--- src/rtl/icmb_pkg.sv ---
package icmb_pkg;

    typedef enum logic [1:0] {
        OP_RAISE = 2'd0,
        OP_PEEK  = 2'd1,
        OP_WHO   = 2'd2,
        OP_CLEAR = 2'd3
    } icmb_op_e;

    typedef struct packed {
        logic raise;
        logic peek;
        logic who;
        logic clear;
    } icmb_dec_t;

    function automatic icmb_dec_t decode_op(input logic valid, input icmb_op_e op);
        icmb_dec_t d;
        d.raise = valid && (op == OP_RAISE);
        d.peek  = valid && (op == OP_PEEK);
        d.who   = valid && (op == OP_WHO);
        d.clear = valid && (op == OP_CLEAR);
        return d;
    endfunction

endpackage

--- src/rtl/icmb_decode.sv ---
module icmb_decode
    import icmb_pkg::*;
#(
    parameter int NCORE = 4,
    parameter int IDW   = $clog2(NCORE)
) (
    input  logic             cmd_valid,
    input  logic [1:0]       cmd_op,
    input  logic [IDW-1:0]   cmd_core,
    input  logic [IDW-1:0]   cmd_param,
    output icmb_dec_t        dec,
    output logic [NCORE-1:0] set_row,
    output logic [NCORE-1:0] clr_row,
    output logic [NCORE-1:0] src_hot,
    output logic [NCORE-1:0] par_hot
);

    logic core_ok;
    logic par_ok;

    always_comb begin
        dec     = decode_op(cmd_valid, icmb_op_e'(cmd_op));
        core_ok = (int'(cmd_core) < NCORE);
        par_ok  = (int'(cmd_param) < NCORE);
    end

    genvar g;
    generate
        for (g = 0; g < NCORE; g++) begin : g_hot
            assign src_hot[g] = core_ok && (int'(cmd_core) == g);
            assign par_hot[g] = par_ok && (int'(cmd_param) == g);
            // raise lands on the row of the target, never on the issuer itself
            assign set_row[g] = dec.raise && par_hot[g] && !src_hot[g];
            // acknowledge works on the issuer's own row
            assign clr_row[g] = dec.clear && src_hot[g] && par_ok;
        end
    endgenerate

endmodule

--- src/rtl/icmb_pend_bank.sv ---
module icmb_pend_bank #(
    parameter int NCORE = 4
) (
    input  logic                        clk,
    input  logic                        rst,
    input  logic [NCORE-1:0]            set_row,
    input  logic [NCORE-1:0]            clr_row,
    input  logic [NCORE-1:0]            src_hot,
    input  logic [NCORE-1:0]            par_hot,
    output logic [NCORE-1:0][NCORE-1:0] pend,
    output logic [NCORE-1:0]            irq
);

    genvar t;
    generate
        for (t = 0; t < NCORE; t++) begin : g_row
            logic [NCORE-1:0] row_next;

            always_comb begin
                row_next = pend[t];
                if (set_row[t]) row_next = row_next | src_hot;
                if (clr_row[t]) row_next = row_next & ~par_hot;
            end

            always_ff @(posedge clk) begin
                if (rst) pend[t] <= '0;
                else     pend[t] <= row_next;
            end

            assign irq[t] = |pend[t];
        end
    endgenerate

endmodule

--- src/rtl/icmb_readback.sv ---
module icmb_readback
    import icmb_pkg::*;
#(
    parameter int NCORE = 4,
    parameter int IDW   = $clog2(NCORE),
    parameter int DW    = 32
) (
    input  logic                        clk,
    input  logic                        rst,
    input  icmb_dec_t                   dec,
    input  logic [IDW-1:0]              cmd_core,
    input  logic [IDW-1:0]              cmd_param,
    input  logic [NCORE-1:0][NCORE-1:0] pend,
    output logic [DW-1:0]               rd_data,
    output logic                        rd_valid
);

    logic [DW-1:0] rd_next;

    always_comb begin
        rd_next = '0;
        if (dec.peek && int'(cmd_param) < NCORE)
            rd_next[0] = |pend[cmd_param];
        else if (dec.who && int'(cmd_core) < NCORE)
            rd_next[NCORE-1:0] = pend[cmd_core];
    end

    always_ff @(posedge clk) begin
        if (rst) begin
            rd_data  <= '0;
            rd_valid <= 1'b0;
        end else begin
            rd_valid <= dec.peek || dec.who;
            if (dec.peek || dec.who) rd_data <= rd_next;
        end
    end

endmodule

--- src/rtl/icmb_unit.sv ---
module icmb_unit
    import icmb_pkg::*;
#(
    parameter int NCORE = 4,
    parameter int IDW   = $clog2(NCORE),
    parameter int DW    = 32
) (
    input  logic             clk,
    input  logic             rst,
    input  logic             cmd_valid,
    input  logic [1:0]       cmd_op,
    input  logic [IDW-1:0]   cmd_core,
    input  logic [IDW-1:0]   cmd_param,
    output logic [DW-1:0]    rd_data,
    output logic             rd_valid,
    output logic [NCORE-1:0] irq_o
);

    icmb_dec_t                   dec;
    logic [NCORE-1:0]            set_row;
    logic [NCORE-1:0]            clr_row;
    logic [NCORE-1:0]            src_hot;
    logic [NCORE-1:0]            par_hot;
    logic [NCORE-1:0][NCORE-1:0] pend;

    icmb_decode #(.NCORE(NCORE), .IDW(IDW)) u_dec (
        .cmd_valid (cmd_valid),
        .cmd_op    (cmd_op),
        .cmd_core  (cmd_core),
        .cmd_param (cmd_param),
        .dec       (dec),
        .set_row   (set_row),
        .clr_row   (clr_row),
        .src_hot   (src_hot),
        .par_hot   (par_hot)
    );

    icmb_pend_bank #(.NCORE(NCORE)) u_bank (
        .clk     (clk),
        .rst     (rst),
        .set_row (set_row),
        .clr_row (clr_row),
        .src_hot (src_hot),
        .par_hot (par_hot),
        .pend    (pend),
        .irq     (irq_o)
    );

    icmb_readback #(.NCORE(NCORE), .IDW(IDW), .DW(DW)) u_rb (
        .clk       (clk),
        .rst       (rst),
        .dec       (dec),
        .cmd_core  (cmd_core),
        .cmd_param (cmd_param),
        .pend      (pend),
        .rd_data   (rd_data),
        .rd_valid  (rd_valid)
    );

endmodule

--- config.mk ---
export PLATFORM = sky130hd
export DESIGN_NAME = icmb_unit
export DESIGN_NICKNAME = d
export VERILOG_FILES = /design/src/rtl/icmb_pkg.sv /design/src/rtl/icmb_decode.sv /design/src/rtl/icmb_pend_bank.sv /design/src/rtl/icmb_readback.sv /design/src/rtl/icmb_unit.sv
export SDC_FILE = /design/constraint.sdc
export NUM_CORES = 1
export LEC_CHECK = 0
export ABC_AREA = 0
export BUFFER_PORTS_ARGS = -buffer_cell sky130_fd_sc_hd__buf_2
export CAP_MARGIN = 0
export CORE_UTILIZATION = 45
export CTS_CLUSTER_DIAMETER = 100
export DETAILED_ROUTE_END_ITERATION = 10
export PLACE_DENSITY = 0.73
export SETUP_SLACK_MARGIN = 0.15
export SLEW_MARGIN = 10
export SYNTH_ARGS = -nofsm -noshare
export SYNTH_HDL_FRONTEND = slang
export SYNTH_HIERARCHICAL = 1
export SYNTH_SLANG_ARGS = --single-unit
--- constraint.sdc ---
create_clock -name clk -period 1.45 [get_ports clk]
set_clock_uncertainty 0.1 [all_clocks]
set_input_delay 0 -clock clk [delete_from_list [all_inputs] [get_ports clk]]
set_output_delay 0 -clock clk [all_outputs]
set_load 0.02 [all_outputs]
==> results.cfg <==
[global_routing]
grt_max_degree = 22
grt_pass1_wl_um = 4930
grt.total_usage_pct = 20.4
grt_pass1_vias = 1071
antenna_found_initial = 0
grt-ovfl-total = 0

[finish]
finalInstanceArea_sq_mm = 0.00148
drive_gt1_share_pct = 35.9
fillers = 265
regArea_sq_um = 439
diodes = 0
multi_input_area_sq_um = 744
nNetsFinal = 180
area_growth_pct = 13.4

[status]
status = completed

[detailed_routing]
viasPerCell = 5.55
antenna_left = 0
drt_iter0_drc = 57
drc = 0
avgRoutedWirePerCell_um = 15.4
firstDrtPassIters = 4
drt_wl_total_um = 3090
vias = 1116

[placed_design]
place_area_sq_mm = 0.00132
port_buffers = 17
gp_congestion = 0.943
post-place-ws_ns = 0.0277
hpwl_um = 2150

[sta]
fmax_ghz = 0.703
setup_ws_ns = 0.0275
hold_viol_final = 0
period_share_pct = 98.1
setup_viol = 0
rsz0062_at_grt = true
min_period_ns = 1.42
drv_slew = 0

[clock_tree]
tritoncts = done
cts_max_level = 1
path_clk_slew_ns = 0.12
cts_buffer_depth = 2
clock-sinks = 21
clkLatencyLatePin_ns = 0.31
cts_buffers = 3
root_buffer = clkbuf_4

[worst_setup_path]
r2r_slack_ns = 0.08
worst_ep_arrival_time_ns = 1.32
timing.critical_path.required_ns = 1.35
path_cells = or4_4, buf_6
critical_path_class = reg2out
crit_path_max_fanout = 2
critPathLaunchType = flip-flop
critPathSlowestCell = or4_4
cpPeakStageDelay_ns = 0.53
end_kind = output pin

[floorplan]
core_sq_mm = 0.00276
die_area_sq_mm = 0.00311
num_rows = 19
start_util_pct = 47.2
die_h_um = 55.8
die_x_um = 55.8
num_io_pins = 46

[worst_hold_path]
worst_hold_path_type = in2reg

[logic_synthesis]
synth_area_per_cell_sq_um = 9.30
netlist_instances = 140
synth_area_sq_mm = 0.00130
ys_warn_count = 6

[power_and_ir_drop]
combinationalPowerShare_pct = 19.2
clkPwrFrac_pct = 26.9
power.density_mw_per_mm2 = 732
swShare_pct = 31.2
switchingPower_uw = 338
vdd_ir_drop_max_v = 0.000699
p_leak_uw = 0.000618
cell_internal_pwr_uw = 745
pwr-share-seq_pct = 53.9

[run]
drv_cap = 0
[through the flow]
step	hold WS (ns)	total power, uW	TNS [ns]	cells	util [%]
final	0.0338	1080	0	201	53.6
after floorplan	-0.0276	796	0	167	-
after global placement	0.282	788	0	188	47.8
after global routing	0.0308	1140	-0.0517	201	53.6
after detailed placement	0.307	790	0	188	47.8
after CTS	0.0283	1080	0	201	53.2
[critical path: cells and delay by family (launching register included)]
| family | cells | cell delay [ns] |
|---|---|---|
| DFF | 1 | 0.34 |
| and+or+nand+nor | 1 | 0.53 |
| buffers and inverters | 1 | 0.15 |
[final timing paths]
path / startpoint / to / cells past startpoint
hold reg to reg: u_rb/rd_data[2] / u_rb/rd_data[2] / 2
hold / removal: cmd_core[0] / u_rb/rd_data[0] / 3
setup / recovery: u_bank/pend[6] / irq_o[1] / 2
setup reg to reg: u_bank/pend[13] / u_rb/rd_data[1] / 4
[area by class of cell]
type                    count  share of cell area, %
inverters                   3                  0.762
flip-flops and latches     21                   29.7
clock buffers               4                   1.78
repair buffers             30                   14.7
well taps                  31                   2.62
multi-input cells         112                   50.4
[per-layer routing]
metal | global-route usage [%] | share of wire [%]
met1 | 25.5 | 43
met2 | 32.9 | 47
met3 | 7.21 | 7.9
met4 | 6.79 | 1.3
met5 | 0 | 0
[cell usage in the layout, fill, tap and decap left out, drive strengths merged, types with 4 or more instances in the layout]
cell type / n
nor2b: 6
a21oi: 17
mux2i: 4
clkbuf: 4
buf: 29
or4: 4
nor4: 4
dfxtp: 21
a211oi: 16
conb: 28
nor2: 7
nor3: 5
[power groups by stage]
stage	Clock, uW	Combinational, uW	Sequential [uW]
6_report	291	208	584
4_1_cts	295	202	585
3_5_place_dp	0	191	599
2_1_floorplan	0	195	601
5_1_grt	330	222	585
3_3_place_gp	0	189	599
[state kept, by name (all words and copies together) (netlist names)]
signal         count
u_bank/pend       16
u_rb/rd_data       4
u_rb/rd_valid      1
[what timing repair did]
action	in CTS	in global routing
setup endpoints to repair	5	8
hold buffers	1	0
hold endpoints to repair	1	0
setup buffers	8	0
resized for setup	23	10
pin swaps	2	2
No activity file was read; power rests on OpenSTA's default activity.
